`src/rtl/serial_reg_pkg.sv`:
```
// Package: serial_reg_pkg
// Shared sizes and the write-request type used by the serial register slave.
// Assumes a fixed frame layout of index bits followed by data bits.
package serial_reg_pkg;
    localparam int IDX_W  = 3;
    localparam int WORD_W = 16;
    localparam int NREGS  = 2 ** IDX_W;

    typedef struct packed {
        logic              valid;
        logic [IDX_W-1:0]  idx;
        logic [WORD_W-1:0] word;
    } wr_req_t;
endpackage

```
`src/rtl/serial_frame_rx.sv`:
```
// Module: serial_frame_rx
// Shifts in one frame (index bits, then data bits, MSB first) and raises a
// write request on the extra low edge that follows the last data bit.
// Assumes the inputs are stable around each rising edge of clk. The receiver
// must see a high frame-enable edge to arm before it accepts a frame.
module serial_frame_rx
    import serial_reg_pkg::*;
(
    input  logic    clk,
    input  logic    rst_n,
    input  logic    en_n,
    input  logic    din,
    output wr_req_t req
);
    localparam int SHIFT_W = IDX_W + WORD_W;
    localparam int CNT_W   = $clog2(SHIFT_W + 1);

    logic               armed;
    logic [CNT_W-1:0]   bit_cnt;
    logic [SHIFT_W-1:0] shreg;
    logic               commit;

    // Commit on the low edge that follows a full shift while still armed.
    assign commit = !en_n && armed && (bit_cnt == CNT_W'(SHIFT_W));

    // Arming, bit counting and shifting.
    always_ff @(posedge clk) begin
        if (!rst_n) begin
            armed   <= 1'b0;
            bit_cnt <= '0;
            shreg   <= '0;
        end else if (en_n) begin
            armed   <= 1'b1;
            bit_cnt <= '0;
        end else if (armed) begin
            if (bit_cnt == CNT_W'(SHIFT_W)) begin
                armed   <= 1'b0;
                bit_cnt <= '0;
            end else begin
                shreg   <= {shreg[SHIFT_W-2:0], din};
                bit_cnt <= bit_cnt + 1'b1;
            end
        end
    end

    // Present the request to the register bank.
    always_comb begin
        req.valid = commit;
        req.idx   = shreg[SHIFT_W-1 -: IDX_W];
        req.word  = shreg[WORD_W-1:0];
    end

    // low edges while unarmed leave the receiver idle and unchanged.
    assert_unarmed_idle_R2: assert property (@(posedge clk) disable iff (!rst_n)
        (!en_n && !armed) |=> (!armed && $stable(shreg)));

    // a request can never come on the edge right after an idle edge.
    assert_no_early_commit_R4: assert property (@(posedge clk) disable iff (!rst_n)
        en_n |=> !req.valid);

    // two commits never come on consecutive edges.
    assert_single_commit_R6: assert property (@(posedge clk) disable iff (!rst_n)
        req.valid |=> !req.valid);
endmodule

```
`src/rtl/serial_reg_bank.sv`:
```
// Module: serial_reg_bank
// Holds the register array and applies one write request per clock.
// Assumes at most one request is valid at a time. There is no read path.
module serial_reg_bank
    import serial_reg_pkg::*;
(
    input  logic                    clk,
    input  logic                    rst_n,
    input  wr_req_t                 req,
    output logic [NREGS*WORD_W-1:0] regs_flat
);
    logic [WORD_W-1:0] regs [NREGS];

    genvar g;
    generate
        for (g = 0; g < NREGS; g++) begin : g_reg
            // Each register loads only when the request addresses it.
            always_ff @(posedge clk) begin
                if (!rst_n)
                    regs[g] <= '0;
                else if (req.valid && req.idx == IDX_W'(g))
                    regs[g] <= req.word;
            end
            assign regs_flat[g*WORD_W +: WORD_W] = regs[g];
        end
    endgenerate

    // without a request no register changes.
    assert_hold_without_req_R5: assert property (@(posedge clk) disable iff (!rst_n)
        !req.valid |=> $stable(regs_flat));

    // after a request the addressed register holds the requested word.
    assert_write_lands_R4: assert property (@(posedge clk) disable iff (!rst_n)
        req.valid |=> (regs[$past(req.idx)] == $past(req.word)));
endmodule

```
`src/rtl/serial_ctrl_decode.sv`:
```
// Module: serial_ctrl_decode
// Extracts the timing-select and calibration-mode fields from the control
// register, and passes the two compensation registers through.
// Assumes the field positions given by its parameters.
module serial_ctrl_decode
    import serial_reg_pkg::*;
#(
    parameter int CTRL_IDX = 0,
    parameter int RATE_LSB = 12,
    parameter int CAL_LSB  = 10,
    parameter int OFFS_IDX = 2,
    parameter int GAIN_IDX = 3
) (
    input  logic [NREGS*WORD_W-1:0] regs_flat,
    output logic [1:0]              rate_sel,
    output logic [1:0]              cal_mode,
    output logic [WORD_W-1:0]       offset_comp,
    output logic [WORD_W-1:0]       gain_comp
);
    logic [WORD_W-1:0] ctrl_word;

    // Field extraction, purely combinational.
    always_comb begin
        ctrl_word   = regs_flat[CTRL_IDX*WORD_W +: WORD_W];
        rate_sel    = ctrl_word[RATE_LSB +: 2];
        cal_mode    = ctrl_word[CAL_LSB +: 2];
        offset_comp = regs_flat[OFFS_IDX*WORD_W +: WORD_W];
        gain_comp   = regs_flat[GAIN_IDX*WORD_W +: WORD_W];
    end
endmodule

```
`src/rtl/serial_reg_slave.sv`:
```
// Module: serial_reg_slave
// Top level of the write-only serial register slave: the frame receiver,
// the register bank and the control-field decode.
// Assumes one clock domain (ser_clk). Outputs are not synchronised to any
// other clock.
module serial_reg_slave
    import serial_reg_pkg::*;
(
    input  logic                    ser_clk,
    input  logic                    rst_n,
    input  logic                    frame_en_n,
    input  logic                    ser_din,
    output logic [NREGS*WORD_W-1:0] regs_flat,
    output logic [1:0]              rate_sel,
    output logic [1:0]              cal_mode,
    output logic [WORD_W-1:0]       offset_comp,
    output logic [WORD_W-1:0]       gain_comp
);
    wr_req_t req;

    serial_frame_rx u_rx (
        .clk   (ser_clk),
        .rst_n (rst_n),
        .en_n  (frame_en_n),
        .din   (ser_din),
        .req   (req)
    );

    serial_reg_bank u_bank (
        .clk       (ser_clk),
        .rst_n     (rst_n),
        .req       (req),
        .regs_flat (regs_flat)
    );

    serial_ctrl_decode u_dec (
        .regs_flat   (regs_flat),
        .rate_sel    (rate_sel),
        .cal_mode    (cal_mode),
        .offset_comp (offset_comp),
        .gain_comp   (gain_comp)
    );

    // the timing select moves only after a write to register 0.
    assert_rate_stable_R8: assert property (@(posedge ser_clk) disable iff (!rst_n)
        !(req.valid && req.idx == '0) |=> $stable(rate_sel));

    // the gain word moves only after a write to register 3.
    assert_gain_stable_R10: assert property (@(posedge ser_clk) disable iff (!rst_n)
        !(req.valid && req.idx == IDX_W'(3)) |=> $stable(gain_comp));
endmodule

```
`config.mk`:
```
export PLATFORM = sky130hd
export DESIGN_NAME = serial_reg_slave
export DESIGN_NICKNAME = d
export VERILOG_FILES = /design/src/rtl/serial_reg_pkg.sv /design/src/rtl/serial_frame_rx.sv /design/src/rtl/serial_reg_bank.sv /design/src/rtl/serial_ctrl_decode.sv /design/src/rtl/serial_reg_slave.sv
export SDC_FILE = /design/constraint.sdc
export NUM_CORES = 1
export LEC_CHECK = 0
export BUFFER_PORTS_ARGS = -buffer_cell sky130_fd_sc_hd__buf_4
export CORE_ASPECT_RATIO = 0.8
export CORE_MARGIN = 3
export CORE_UTILIZATION = 55
export CTS_CLUSTER_SIZE = 10
export DETAILED_ROUTE_END_ITERATION = 7
export PLACE_DENSITY_LB_ADDON = 0.15
export SLEW_MARGIN = 10
export SYNTH_ARGS = -nofsm -noshare
export SYNTH_HDL_FRONTEND = slang
export SYNTH_SLANG_ARGS = --single-unit
```
`constraint.sdc`:
```
create_clock -name ser_clk -period 7.8 [get_ports ser_clk]
set_input_delay 0 -clock ser_clk [delete_from_list [all_inputs] [get_ports ser_clk]]
set_output_delay 0 -clock ser_clk [all_outputs]
set_load 0.01 [all_outputs]
```
==> summary.md <==
| Metric | Value |
|---|---|
| Outcome | completed |
| CP Max Fanout | 16 |
| Cells after Synth | 421 |
| Seq pwr share | between 40 and 50% |
| CTS tree | yes |
| Worst skew pair latency | 0.41 ns |
| F_max | 378.2 MHz |
| Routed via count | 3747 |
| DP Wirelength | 9100 µm |
| Critical Path Start Type | flop |
| RD Place Congestion | between 0.8 and 0.9 |
| RSZ-0062 raised after global routing | false |
| Routed len/inst | roughly 18 µm |
| Netlist cell types | 26 |
| Share of layout cells above drive strength 1 | between 30 and 40% |
| Hold crit path type | input port to flop |
| Vias in the first global route | between 3000 and 4000 |
| Crit path arrival time | between 2 and 3 ns |
| # Post-CTS Setup Buffers | 0 |
| Cell taking the most area after synthesis | edfxtp_1 |
| CP max-delay cell | o21ai_2 |
| Final hold vios | 0 |
| Final Non-Filler Cells | 722 |
| Final worst slack | 5.156 ns |
| Largest net degree at the start of global routing | 32 |
| Number of antenna violations at the first check in global routing | 0 |
| Final Slew Violations | 0 |
| Area contributors post-synth | edfxtp_1, and2_1, dfxtp_1, buf_4, mux2i_1 |
| Final core utilization | between 70% and 80% |
| IO Port Bufs | around 170 |
| DR DRC count | 0 |
| Least-Margin Pin Slew | between 0.9 and 1 ns |
| Top-area cell type share of the netlist area | between 60% and 70% |
| Top_reg_cell synth | edfxtp_1 |
| VDD IR max | ~180 µV |
| Hold wc startpoint | frame_en_n |
| Worst reg2reg path depth | 3 |
| Final WL | between 10000 and 15000 µm |
| Grt peak-use layer | met2 |
| R2r setup slk | approximately 5.2 ns |
| Pwr/cell area | about 230 nW/µm² |
| Yosys warning count | 0 |
| Clock skew | 0.004179 ns |
| Ant diodes | 0 |
| Full die area | approximately 13000 µm² |
| FP Rows | 34 |
| Leak | between 3 and 4 nW |
| Worst-path clk slew | around 0.060 ns |
| Worst r2r src | u_rx.armed |
| Core area | 10980 µm² |
| H-tree levels | 4 |
| Slowest stage delay, CP | between 0.6 and 0.7 ns |
| Final ANT Viol Nets | 0 |
| Register area share after synthesis | 69.48% |
| Met1 Track Usage GR | a little over a quarter |
| Syn nets | between 400 and 500 |
| Met2 Use GR | approximately 35% |
| Hold_ws | ~0.40 ns |
| Final Net Count | 570 |
| Switching power | roughly 400 µW |
| Num CTS Buffers | 17 |
| Clk root buf | clkbuf_16 |
| Syn-to-layout area delta | 27.62% |
| Final setup vio count | 0 |
| Critical Path End Type | flop |
| Slew margin rel. | a little under two fifths |
| Logic pwr share | 6.3% |
| Initial drt markers | 340 |
| Hold path depth | 4 |
| Asr flop ratio synth | 0% |
| First-pass GRT wire length | a little over 20000 µm |
| First drt pass iteration count | 5 |
| IO Pins | roughly 170 |
| Y dimension of the die | approximately 100 µm |
| Placed cells | ~690 |
| Vias per std cell | between 5 and 6 |
| Tmin final | 2.644 ns |
| Kind of critical path | flop to flop |
| Met3 Use GR | 6.747% |
| Clock Sinks | approximately 150 |
| Clock power frac | 44.0% |
| Tcrit/Tclk final | around 34% |
| Avg Inst Size Synth | roughly 15 µm² |
| Mapped Area | ~6300 µm² |
| Switching portion of total power | 21.16% |
| Crit-path cells | nand2b_1 -> or3_1 -> o21ai_2 |
| EDFF count, synth | between 100 and 150 |
| Internal power | about 1.5 mW |
| Flops & latches, synth | ~150 |
| Initial core utilization | 56.97% |
| # Max-Cap Violations | 0 |
| Global route overflow | 0 |
| R2R Path End | u_bank.regs[1][25] |
| Die width | 125.2 µm |
| Clock Tree Buf Depth | 2 |
| Hold Path End | u_rx.armed |
| Place WS | a little over 5 ns |
| Total track usage | roughly 21% |
| Final setup TNS | 0 ns |
| Required time of the critical path | 7.84 ns |
flip-flops by register name (all words and copies together) (netlist names):
register and flops:
u_rx.armed 1, u_bank.regs 128, u_rx.shreg 19, u_rx.bit_cnt 5
per-layer routing:
metal  vias to the layer above  routed length, µm  part of all wire [%]
met5                         -                  0                     0
met4                         0                214                   1.6
met2                       176               6546                    49
met1                      1831               5558                    42
met3                        17               1018                   7.6
li1                       1723                  -                     -
cell usage in the layout (no fill, tap or decap), types with 2 or more instances in the layout:
master / n
nand2_1: 23
nor4_4: 8
inv_6: 3
or3_1: 2
dlygate4sd3_1: 3
o21ai_0: 2
dfxtp_1: 25
bufinv_16: 3
o21ai_2: 2
and2_1: 128
mux2i_1: 19
a21oi_1: 5
clkbuf_16: 17
o21ai_1: 6
edfxtp_1: 128
nand2b_1: 7
clkinvlp_4: 5
buf_4: 173
nor2b_1: 3
clkinv_1: 2
power groups by stage:
stage / registers [mW] / clock network, mW / logic (mW)
after floorplan: 0.964 / 0 / 0.0393
after global placement: 0.948 / 0 / 0.117
after detailed placement: 0.949 / 0 / 0.118
after CTS: 0.932 / 0.833 / 0.120
after global routing: 0.935 / 0.868 / 0.126
final: 0.932 / 0.824 / 0.118
critical path, delay by kind of cell (launching register included):
| kind | cells | cell delay, ns |
|---|---|---|
| simple gates | 2 | 1.10 |
| flops | 1 | 0.48 |
| compound gates | 1 | 0.68 |
what timing repair did:
item,4_1_cts,5_1_grt
hold buffers,3,0
endpoints found under the hold margin,8,0
gates resized for setup,0,0
area by class of cell:
| cell class | count | area [µm²] |
|---|---|---|
| Timing Repair Buffer | 176 | 1329 |
| Clock inverter | 15 | 175.2 |
| Clock buffer | 17 | 425.4 |
| Fill cell | 735 | 2997 |
| Sequential cell | 153 | 4344 |
| Multi-Input combinational cell | 217 | 1525 |
| Tap cell | 144 | 180.2 |
cell families (layout without fill, tap and decap cells):
logic type / after synthesis / in the layout / synth area share (%)
AO/OA/AOI/OAI: 15 / 15 / 1.201
multiplexers: 19 / 19 / 3.042
adder cells (fa/ha/maj): 1 / 1 / 0.2001
XOR/XNOR: 1 / 1 / 0.1401
AND/OR/NAND/NOR: 181 / 181 / 19.69
buffers and inverters: 51 / 208 / 6.244
flip-flops: 153 / 153 / 69.48
cell usage after synthesis (all sizes together), types with 2 or more instances:
cell	count
a21oi	5
nand2	23
and2	128
mux2i	19
nor2	2
buf	46
nand2b	7
nor4	8
nor2b	3
edfxtp	128
or3	2
o21ai	10
clkbuf	5
dfxtp	25
worst max-delay path by stage:
stage                         start                 end  slack [ns]
floorplan           u_rx.bit_cnt[0]  u_bank.regs[0][16]        4.87
global placement         u_rx.armed  u_bank.regs[1][24]        5.30
detailed placement       u_rx.armed  u_bank.regs[1][19]        5.16
CTS                      u_rx.armed  u_bank.regs[1][27]        5.15
global route             u_rx.armed  u_bank.regs[1][25]        4.99
finish                   u_rx.armed  u_bank.regs[1][25]        5.16
through the flow:
step	instance area [µm²]	power (mW)
floorplan	6252	1.003
global placement	7348	1.065
detailed placement	7348	1.067
CTS	7979	1.885
global route	7979	1.929
finish	7979	1.873
Power figures use the tool's default switching activity.
